===== src/rtl/dclk_pkg.sv =====
package dclk_pkg;
  localparam int KHZ_W   = 20;
  localparam int DATA_W  = 32;
  localparam int FLD_W   = 11;
  localparam int RATIO_W = 8;
  localparam int LOCK_BIT = 30;
  localparam int EN_BIT   = 31;
  localparam int PRE_BIT  = 16;
  localparam int DIV_LSB  = 22;
  localparam int PRE_MIN_KHZ = 500000;
  localparam int TOP_KHZ     = 624000;
  localparam logic [7:0]  PCU_FREQ_CMD = 8'h17;
  localparam logic [31:0] PCU_NOTIFY   = 32'h8000_0000;

  typedef enum logic [1:0] {
    REG_PLL_CTL = 2'd0,
    REG_PLL_EN  = 2'd1,
    REG_CLK_CTL = 2'd2
  } reg_sel_e;

  typedef struct packed {
    logic              ok;
    logic              bypass;
    logic              top;
    logic [RATIO_W-1:0] ratio;
    logic [1:0]        div;
    logic              pre;
    logic [FLD_W-1:0]  fld;
    logic [7:0]        pcu_code;
    logic [KHZ_W-1:0]  khz;
  } tgt_cfg_t;

  typedef enum logic [3:0] {
    S_IDLE, S_NOTIFY, S_RD_CUR, S_DIS_WR, S_DIS_POLL, S_RAT_RD, S_RAT_WR,
    S_EN_WR, S_EN_POLL, S_CLK_RD, S_CLK_WR, S_COMMIT, S_DONE
  } seq_state_e;
endpackage


===== src/rtl/dclk_target_dec.sv =====
module dclk_target_dec
  import dclk_pkg::*;
(
  input  logic [KHZ_W-1:0] khz_i,
  output tgt_cfg_t         cfg_o
);
  function automatic tgt_cfg_t mk(input int khz, input int ratio, input logic [1:0] div);
    tgt_cfg_t c;
    c.ok       = 1'b1;
    c.bypass   = (ratio == 0);
    c.top      = (khz == TOP_KHZ);
    c.ratio    = RATIO_W'(ratio);
    c.div      = div;
    c.pre      = (khz >= PRE_MIN_KHZ);
    c.fld      = FLD_W'((khz - 1000) / 500);
    c.pcu_code = 8'((khz + 24999) / 25000);
    c.khz      = KHZ_W'(khz);
    return c;
  endfunction

  always_comb begin
    case (khz_i)
      20'd19200:  cfg_o = mk(19200,  0,  2'd0);
      20'd144000: cfg_o = mk(144000, 60, 2'd3);
      20'd288000: cfg_o = mk(288000, 60, 2'd2);
      20'd384000: cfg_o = mk(384000, 60, 2'd1);
      20'd576000: cfg_o = mk(576000, 60, 2'd0);
      20'd624000: cfg_o = mk(624000, 65, 2'd0);
      default:    cfg_o = '0;
    endcase
  end
endmodule


===== src/rtl/dclk_wait_timer.sv =====
module dclk_wait_timer #(
  parameter int LIMIT = 100000
) (
  input  logic clk_i,
  input  logic rst_ni,
  input  logic run_i,
  output logic expired_o
);
  localparam int CNT_W = $clog2(LIMIT + 1);
  logic [CNT_W-1:0] cnt_q;

  assign expired_o = (cnt_q == CNT_W'(LIMIT));

  always_ff @(posedge clk_i or negedge rst_ni) begin
    if (!rst_ni)         cnt_q <= '0;
    else if (!run_i)     cnt_q <= '0;
    else if (!expired_o) cnt_q <= cnt_q + 1'b1;
  end

  // counter restarts whenever no poll is in progress
  assert_timer_clear_R7: assert property (@(posedge clk_i) disable iff (!rst_ni)
    !run_i |=> cnt_q == '0);
endmodule


===== src/rtl/dclk_rmw.sv =====
module dclk_rmw
  import dclk_pkg::*;
(
  input  tgt_cfg_t          cfg_i,
  input  logic [DATA_W-1:0] rd_i,
  output logic [DATA_W-1:0] ratio_wd_o,
  output logic [DATA_W-1:0] clk_wd_o
);
  localparam logic [DATA_W-1:0] RATIO_MASK = DATA_W'((1 << RATIO_W) - 1);
  localparam logic [DATA_W-1:0] FLD_MASK   = DATA_W'((1 << FLD_W) - 1);
  localparam logic [DATA_W-1:0] DIV_MASK   = DATA_W'(3) << DIV_LSB;
  localparam logic [DATA_W-1:0] PRE_MASK   = DATA_W'(1) << PRE_BIT;

  assign ratio_wd_o = (rd_i & ~RATIO_MASK) | DATA_W'(cfg_i.ratio);

  always_comb begin
    clk_wd_o = rd_i & ~(FLD_MASK | DIV_MASK | PRE_MASK);
    clk_wd_o |= DATA_W'(cfg_i.div) << DIV_LSB;
    clk_wd_o |= DATA_W'(cfg_i.pre) << PRE_BIT;
    clk_wd_o |= DATA_W'(cfg_i.fld);
  end
endmodule


===== src/rtl/dclk_seq.sv =====
module dclk_seq
  import dclk_pkg::*;
#(
  parameter int CLK_KHZ = 100000,
  parameter int WAIT_US = 1000
) (
  input  logic        clk_i,
  input  logic        rst_ni,
  input  logic        req_valid_i,
  input  logic [19:0] req_khz_i,
  output logic        done_o,
  output logic        err_o,
  output logic        bus_valid_o,
  output logic        bus_write_o,
  output logic [1:0]  bus_addr_o,
  output logic [31:0] bus_wdata_o,
  input  logic        bus_ready_i,
  input  logic [31:0] bus_rdata_i,
  output logic        mb_req_o,
  output logic [7:0]  mb_cmd_o,
  output logic [31:0] mb_data_o,
  input  logic        mb_ack_i,
  input  logic        mb_fail_i
);
  localparam int WAIT_CYC = (CLK_KHZ / 1000) * WAIT_US;

  seq_state_e        state_q;
  tgt_cfg_t          dec_cfg, cfg_q;
  logic [DATA_W-1:0] rd_q, ratio_wd, clk_wd;
  logic              err_q, polling, tmo, acc, mb_done;
  logic [20:0]       cur_khz;

  dclk_target_dec u_dec (.khz_i(req_khz_i), .cfg_o(dec_cfg));
  dclk_rmw u_rmw (.cfg_i(cfg_q), .rd_i(rd_q), .ratio_wd_o(ratio_wd), .clk_wd_o(clk_wd));
  dclk_wait_timer #(.LIMIT(WAIT_CYC)) u_tmr (
    .clk_i(clk_i), .rst_ni(rst_ni), .run_i(polling), .expired_o(tmo));

  assign polling = (state_q == S_DIS_POLL) || (state_q == S_EN_POLL);
  assign acc     = bus_valid_o && bus_ready_i;
  assign mb_done = mb_req_o && mb_ack_i;
  assign cur_khz = 21'(bus_rdata_i[FLD_W-1:0]) * 21'd500 + 21'd1000;

  // register port drive
  always_comb begin
    bus_valid_o = 1'b1;
    bus_write_o = 1'b0;
    bus_addr_o  = REG_PLL_EN;
    bus_wdata_o = '0;
    case (state_q)
      S_RD_CUR:   bus_addr_o = REG_CLK_CTL;
      S_DIS_WR:   bus_write_o = 1'b1;
      S_DIS_POLL: ;
      S_RAT_RD:   bus_addr_o = REG_PLL_CTL;
      S_RAT_WR:   begin bus_addr_o = REG_PLL_CTL; bus_write_o = 1'b1; bus_wdata_o = ratio_wd; end
      S_EN_WR:    begin bus_write_o = 1'b1; bus_wdata_o = DATA_W'(1) << EN_BIT; end
      S_EN_POLL:  ;
      S_CLK_RD:   bus_addr_o = REG_CLK_CTL;
      S_CLK_WR:   begin bus_addr_o = REG_CLK_CTL; bus_write_o = 1'b1; bus_wdata_o = clk_wd; end
      default:    bus_valid_o = 1'b0;
    endcase
  end

  // power controller mailbox drive
  assign mb_req_o  = (state_q == S_NOTIFY) || (state_q == S_COMMIT);
  assign mb_cmd_o  = mb_req_o ? PCU_FREQ_CMD : 8'h00;
  assign mb_data_o = (state_q == S_NOTIFY) ? PCU_NOTIFY :
                     (state_q == S_COMMIT) ? DATA_W'(cfg_q.pcu_code) : '0;

  assign done_o = (state_q == S_DONE);
  assign err_o  = done_o && err_q;

  always_ff @(posedge clk_i or negedge rst_ni) begin
    if (!rst_ni) begin
      state_q <= S_IDLE;
      cfg_q   <= '0;
      rd_q    <= '0;
      err_q   <= 1'b0;
    end else begin
      if (acc && !bus_write_o) rd_q <= bus_rdata_i;
      case (state_q)
        S_IDLE: if (req_valid_i) begin
          cfg_q   <= dec_cfg;
          err_q   <= !dec_cfg.ok;
          state_q <= dec_cfg.ok ? S_NOTIFY : S_DONE;
        end
        S_NOTIFY: if (mb_done) begin
          err_q   <= mb_fail_i;
          state_q <= mb_fail_i ? S_DONE : S_RD_CUR;
        end
        S_RD_CUR: if (acc)
          state_q <= (cfg_q.bypass || cfg_q.top || cur_khz == 21'(TOP_KHZ)) ? S_DIS_WR : S_RAT_RD;
        S_DIS_WR: if (acc) state_q <= S_DIS_POLL;
        S_DIS_POLL: if (acc && (!bus_rdata_i[LOCK_BIT] || tmo)) begin
          if (bus_rdata_i[LOCK_BIT]) err_q <= 1'b1;
          state_q <= cfg_q.bypass ? S_COMMIT : S_RAT_RD;
        end
        S_RAT_RD: if (acc) state_q <= S_RAT_WR;
        S_RAT_WR: if (acc) state_q <= S_EN_WR;
        S_EN_WR:  if (acc) state_q <= S_EN_POLL;
        S_EN_POLL: if (acc && (bus_rdata_i[LOCK_BIT] || tmo)) begin
          if (!bus_rdata_i[LOCK_BIT]) err_q <= 1'b1;
          state_q <= S_CLK_RD;
        end
        S_CLK_RD: if (acc) state_q <= S_CLK_WR;
        S_CLK_WR: if (acc) state_q <= S_COMMIT;
        S_COMMIT: if (mb_done) begin
          if (mb_fail_i) err_q <= 1'b1;
          state_q <= S_DONE;
        end
        default: state_q <= S_IDLE;
      endcase
    end
  end

  assert_bus_hold_R9: assert property (@(posedge clk_i) disable iff (!rst_ni)
    bus_valid_o && !bus_ready_i |=> bus_valid_o && $stable(bus_addr_o)
      && $stable(bus_write_o) && $stable(bus_wdata_o));
  assert_mb_hold_R9: assert property (@(posedge clk_i) disable iff (!rst_ni)
    mb_req_o && !mb_ack_i |=> mb_req_o && $stable(mb_cmd_o) && $stable(mb_data_o));
  assert_excl_R9: assert property (@(posedge clk_i) disable iff (!rst_ni)
    !(bus_valid_o && mb_req_o));
  assert_bad_req_R1: assert property (@(posedge clk_i) disable iff (!rst_ni)
    state_q == S_IDLE && req_valid_i && !dec_cfg.ok |=> done_o && err_o && !bus_valid_o && !mb_req_o);
  assert_done_pulse_R8: assert property (@(posedge clk_i) disable iff (!rst_ni)
    done_o |=> !done_o);
  assert_bypass_R11: assert property (@(posedge clk_i) disable iff (!rst_ni)
    bus_valid_o && bus_write_o && cfg_q.bypass |-> bus_addr_o == REG_PLL_EN && !bus_wdata_o[EN_BIT]);
  assert_precharge_R5: assert property (@(posedge clk_i) disable iff (!rst_ni)
    bus_valid_o && bus_write_o && bus_addr_o == REG_CLK_CTL
      |-> bus_wdata_o[PRE_BIT] == (cfg_q.khz >= KHZ_W'(PRE_MIN_KHZ)));
endmodule


===== config.mk =====
export PLATFORM = sky130hd
export DESIGN_NAME = dclk_seq
export DESIGN_NICKNAME = d
export VERILOG_FILES = /design/src/rtl/dclk_pkg.sv /design/src/rtl/dclk_target_dec.sv /design/src/rtl/dclk_wait_timer.sv /design/src/rtl/dclk_rmw.sv /design/src/rtl/dclk_seq.sv
export SDC_FILE = /design/constraint.sdc
export NUM_CORES = 1
export LEC_CHECK = 0
export CAP_MARGIN = 20
export CORE_MARGIN = 5
export CORE_UTILIZATION = 49
export CTS_BUF_LIST = sky130_fd_sc_hd__clkbuf_16
export DETAILED_ROUTE_END_ITERATION = 7
export PLACE_DENSITY = 0.83
export SYNTH_ARGS = -nofsm -noshare
export SYNTH_HDL_FRONTEND = slang
export SYNTH_SLANG_ARGS = --single-unit

===== constraint.sdc =====
create_clock -name clk_i -period 6.9 [get_ports clk_i]
set_input_delay 1.035 -clock clk_i [delete_from_list [all_inputs] [get_ports clk_i]]
set_output_delay 1.035 -clock clk_i [all_outputs]
set_load 0.05 [all_outputs]

==> results.cfg, run 1 <==
[status]
status = complete, no violations

[clock_network]
cts_buffers = 9
cts_resized = 0
cts-root-buf = clkbuf_16
htree_levels = 3
cts_tree = yes
cts.sinks = 61
post_cts_buffers = 0
clk_pin_slew_ns = 0.06
insertion_delay_ns = 0.33
holdBufCountCts = 0
clk_path_buf_depth = 2

[logic_synthesis]
yosysWarnings = 0
synth_cell_types = 63
synthCells = 677
synth_edf_count = 0
synth_seq_cells = 61
netlist_area_sq_um = 5950
ys.flop_type = dfrtp_1
synth.avg_cell_area_sq_um = 8.78
ys_seq_area_frac = 0.257
synthArstFlopShare = 1.00

[setup_path]
worstSetupPathType = input port to flop
crit_arrival_ns = 6.32
required_ns = 7.12
start_kind = input port
rr_startpoint = state_q[3]$_DFFE_PN0P_
regToRegSetupSlack_ns = 3.61
cp_max_fo = 7
endpoint_kind = flop
rr_worst_depth = 8
reg2reg_to = state_q[2]$_DFFE_PN0P_

[timing]
finalCritPeriodShare = 0.884
finalMaxSlewViolations = 0
max_freq_mhz = 164
setup_slack_ns = 0.801
worst_pin_slew_ns = 1.09
finalSetupViolCount = 0
finalHoldViolations = 0
worst_clock_skew_ns = 0.00626
rsz0062_at_grt = false
fin_crit_ns = 6.10
finalSetupTns_ns = 0
slew_headroom = 0.273

[power_and_ir_drop]
swShare = 0.491
seq_power_share = 0.197
internal_power_mw = 1.53
clkPwrFrac = 0.141
p_switching_mw = 1.47
power.leakage_nw = 3.24
power.density_nw_per_um2 = 415
ir_drop_uv = 170
p_comb_frac = 0.662

[global_route]
grt_pass1_wl_um = 22700
antenna_found_initial = 0
grtUsageTotal = 0.189
grt_max_degree = 62
overflow = 0
grt_pass1_vias = 4729

[placement]
place_hpwl_um = 10800
placed_cell_area_sq_um = 6970
gp_congestion = 0.902
io_buffer_count = 106
pre_cts_ws_ns = 0.500

[hold_path]
whs_path_depth = 1
hp-class = flop to flop
min_from = cfg_q[20]$_DFFE_PN0P_
holdPathEnd = cfg_q[20]$_DFFE_PN0P_

[die]
initial_core_util = 0.497
dieWidth_um = 120
num_rows = 40
core_sq_um = 12000
io_pins = 137
dieArea_sq_um = 14400
die_height_um = 120

[drt]
drc = 0
wl_per_cell_um = 14.7
vias = 5073
routed_wl_um = 13500
antenna_left = 0
drtPass1Iterations = 5
drt_iter0_markers = 445
vias_per_cell = 5.51

[finish]
final_nets = 906
layout-drive-gt1-share = 0.0673
area_growth_syn_to_layout_pct = 21.9
diodes = 0
nFillCells = 1025
layout_common_cells = clkdlybuf4s50_1, inv_1, dfrtp_1
final_common_cell = clkdlybuf4s50_1
final_area_sq_um = 7250

[flow_run]
max-cap-violations = 0
## logic make-up after synthesis
family                     after synthesis  share of synthesized area
and+or+nand+nor                        233                      0.213
buffers and inverters                  132                      0.106
xor gates and xnor gates                22                     0.0324
adders and majority gates               80                      0.211
muxes                                   25                     0.0469
AOI/OAI and AO/OA                      123                      0.134
DFF                                     61                      0.257
other                                    1                   0.000631
## metal layers
metal  vias to the layer above  track usage  wire [um]
li1                       2463            -          -
met1                      2397        0.265       5870
met2                       196        0.305       6420
met3                        17       0.0311       1090
met4                         0       0.0515        152
met5                         -            0          0
## synthesized netlist by cell type (20+ instances only)
| cell type | count | share of area |
|---|---|---|
| fa_1 | 34 | 0.11 |
| nand2_1 | 38 | 0.024 |
| and2_1 | 20 | 0.021 |
| dfrtp_1 | 61 | 0.26 |
| mux2_2 | 23 | 0.044 |
| inv_1 | 74 | 0.047 |
| o21ai_0 | 24 | 0.020 |
| nor2_1 | 58 | 0.037 |
| buf_4 | 35 | 0.044 |
| ha_1 | 46 | 0.097 |
| a21oi_1 | 33 | 0.028 |
| clkbuf_1 | 20 | 0.013 |
## power by group through the flow
stage	Clock, mW	Combinational (mW)	Sequential [mW]
detailed placement	0	1.97	0.598
finish	0.425	1.99	0.593
floorplan	0	1.58	0.535
CTS	0.431	1.98	0.591
global route	0.449	2.18	0.611
global placement	0	1.93	0.590
## final cells by class
| cell class | instances | area, sq um | area share |
|---|---|---|---|
| Tap cell | 147 | 184 | 0.0254 |
| Multi-Input combinational cell | 513 | 3900 | 0.538 |
| Clock buffer | 9 | 225 | 0.0311 |
| Sequential cell | 61 | 1530 | 0.211 |
| Timing Repair Buffer | 109 | 1080 | 0.149 |
| Clock inverter | 7 | 57.6 | 0.00794 |
| Inverter | 74 | 278 | 0.0383 |
## state kept, by name (all words and copies together) (netlist names)
| signal | count |
|---|---|
| err_q | 1 |
| cfg_q | 15 |
| rd_q | 24 |
| state_q | 4 |
| u_tmr.cnt_q | 17 |
## stage by stage
step	util	cells	hold WS (ns)	power, mW
final	0.606	920	0.478	3.01
after global routing	0.606	920	0.498	3.24
after CTS	0.606	920	0.479	3.00
after detailed placement	0.583	904	0.463	2.57
after global placement	0.583	904	0.451	2.52
after floorplan	-	706	0.441	2.12
## how the worst max path moves through the flow
stage                   start                     end  cells past startpoint
2_1_floorplan  bus_rdata_i[0]  state_q[2]$_DFFE_PN0P_                     15
6_report       bus_rdata_i[1]  state_q[1]$_DFFE_PN0P_                     16
5_1_grt        bus_rdata_i[1]  state_q[1]$_DFFE_PN0P_                     16
4_1_cts        bus_rdata_i[1]  state_q[1]$_DFFE_PN0P_                     16
3_5_place_dp   bus_rdata_i[1]  state_q[2]$_DFFE_PN0P_                     16
3_3_place_gp   bus_rdata_i[1]  state_q[2]$_DFFE_PN0P_                     16
## critical path, cell delays in order
cell and delay (ns):
clkdlybuf4s50_1 0.63, inv_1 0.11, fa_1 0.53, fa_1 0.53
inv_1 0.05, fa_1 0.55, fa_1 0.42, ha_1 0.36
o21ai_0 0.13, nor2_1 0.10, or4_1 0.52, or3_1 0.33
nor4b_1 0.27, nor4b_1 0.29, a31oi_1 0.18, o31ai_1 0.26
Note: power is estimated with default switching activity, not from simulation.
==> inputs of run 2 (changes only) <==
Settings changed: CORE_MARGIN 5 to 2, SLEW_MARGIN from default to 0.
==> run 2 against run 1 <==
  * Largest power group unchanged
  * Cell count unchanged
  * Hold slack worse by 0.0065 ns
  * First-iteration DRC count down 36%
==> results.cfg, run 2 (synthesis results as in run 1) <==
[finish]
reg_top3 = rd_q: 24 flops, u_tmr.cnt_q: 17 flops, cfg_q: 15 flops
largest_register = rd_q
final_common_cell = clkdlybuf4s50_1
layout-drive-gt1-share = 0.0673
layout_common_cells = clkdlybuf4s50_1, inv_1, dfrtp_1
final_nets = 906
largest_reg_flops = 24
area_growth_syn_to_layout_pct = 22.2
diodes = 0
nFillCells = 999

[drt]
antenna_left = 0
vias = 5074
drc = 0
routed_wl_um = 13400
wl_per_cell_um = 14.6
vias_per_cell = 5.52
drtPass1Iterations = 6
drt_iter0_markers = 283

[clock_network]
insertion_delay_ns = 0.33
holdBufCountCts = 0
cts_buffers = 9
cts-root-buf = clkbuf_16
post_cts_buffers = 0
clk_path_buf_depth = 2
cts_tree = yes
cts.sinks = 61
cts_resized = 0
htree_levels = 3
clk_pin_slew_ns = 0.06

[setup_path]
crit_path_cell_trace = clkdlybuf4s50_1, inv_1, fa_1, fa_1, inv_1, fa_1, fa_1, ha_1, o21ai_0, nor2_1, or4_1, or3_1, nor4b_1, nor4b_1, a31oi_1, a31o_1
crit_path_frequent_cell = fa_1
cp_max_fo = 7
endpoint_kind = flop
required_ns = 7.12
worstSetupPathType = input port to flop
crit_slowest_cell = clkdlybuf4s50_1
cpPeakStageDelay_ns = 0.63
start_kind = input port
crit_arrival_ns = 6.31

[global_route]
grtUsageTotal = 0.208
overflow = 0
antenna_found_initial = 0
grt_pass1_wl_um = 22200
grt_pass1_vias = 4775
grt_max_degree = 62

[die]
dieWidth_um = 114
io_pins = 137
num_rows = 40
initial_core_util = 0.499
core_sq_um = 11900
dieArea_sq_um = 13000
die_height_um = 114

[timing]
max_freq_mhz = 164
rsz0062_at_grt = false
finalCritPeriodShare = 0.883
finalHoldViolations = 0
finalMaxSlewViolations = 0
slew_headroom = 0.274
worst_clock_skew_ns = 0.00808
fin_crit_ns = 6.09
worst_pin_slew_ns = 1.08
finalSetupViolCount = 0
finalSetupTns_ns = 0
hold_ws_ns = 0.471

[power_and_ir_drop]
clkPwrFrac = 0.149
total_power_mw = 3.03
swShare = 0.482
power.leakage_nw = 3.24
ir_drop_uv = 162
p_comb_frac = 0.654
seq_power_share = 0.197
internal_power_mw = 1.57
power.density_nw_per_um2 = 416
p_switching_mw = 1.46

[placement]
place_hpwl_um = 10200
gp_congestion = 0.936
io_buffer_count = 106

[flow_run]
max-cap-violations = 0

[hold_path]
hp-class = flop to flop

[status]
status = complete, no violations
-- run 2: cell count changes in the layout (fill, tap and decap cells not counted), sizes merged --
cell,delta
bufinv,+1
clkinv,+1
clkinvlp,+1
inv,-3
-- run 2: final cells by class --
class	instances	area, sq um	share of cell area
multi-input cells	513	3900	0.537
flip-flops and latches	61	1530	0.210
repair buffers	109	1080	0.148
inverters	74	278	0.0382
clock buffers	9	225	0.0310
well taps	147	184	0.0253
clock inverters	7	75.1	0.0103
-- run 2: metrics by stage --
| stage | utilization | area [sq um] | std cells | setup slack [ns] |
|---|---|---|---|---|
| final | 0.610 | 7270 | 920 | 0.807 |
| after global routing | 0.610 | 7270 | 920 | 0.451 |
| after CTS | 0.610 | 7270 | 920 | 0.782 |
| after detailed placement | 0.585 | 6970 | 904 | 0.444 |
| after global placement | 0.585 | 6970 | 904 | 0.636 |
| after floorplan | - | 6060 | 706 | 1.55 |
-- run 2: final timing paths --
kind	from	to	slack [ns]	cells after the start
min in group asynchronous	rst_ni	state_q[0]$_DFFE_PN0P_	0.87	2
worst max register to register	state_q[3]$_DFFE_PN0P_	state_q[2]$_DFFE_PN0P_	3.55	8
worst min-delay path	err_q$_DFFE_PN0P_	err_q$_DFFE_PN0P_	0.47	1
max in group asynchronous	rst_ni	state_q[1]$_DFFE_PN0P_	5.53	2
worst max-delay path	bus_rdata_i[1]	state_q[2]$_DFFE_PN0P_	0.81	16
worst min register to register	err_q$_DFFE_PN0P_	err_q$_DFFE_PN0P_	0.47	1
-- run 2: power by group through the flow --
stage | Clock, mW | Combinational (mW) | Sequential (mW)
after global placement | 0 | 1.92 | 0.593
after detailed placement | 0 | 1.95 | 0.597
after floorplan | 0 | 1.58 | 0.535
final | 0.450 | 1.98 | 0.596
after CTS | 0.456 | 1.97 | 0.592
after global routing | 0.477 | 2.18 | 0.615
-- run 2: critical path: cells and delay by family --
family / cells / cell delay [ns]
adder cells (fa/ha/maj): 5 / 2.47
AND/OR/NAND/NOR: 5 / 1.44
buffers and inverters: 3 / 0.79
AO/OA/AOI/OAI: 3 / 0.57
-- run 2: metal layers --
metal / global-route usage / wire length (um)
met1: 0.276 / 5880
met2: 0.354 / 6480
met3: 0.0323 / 837
met4: 0.0593 / 190
met5: 0 / 0
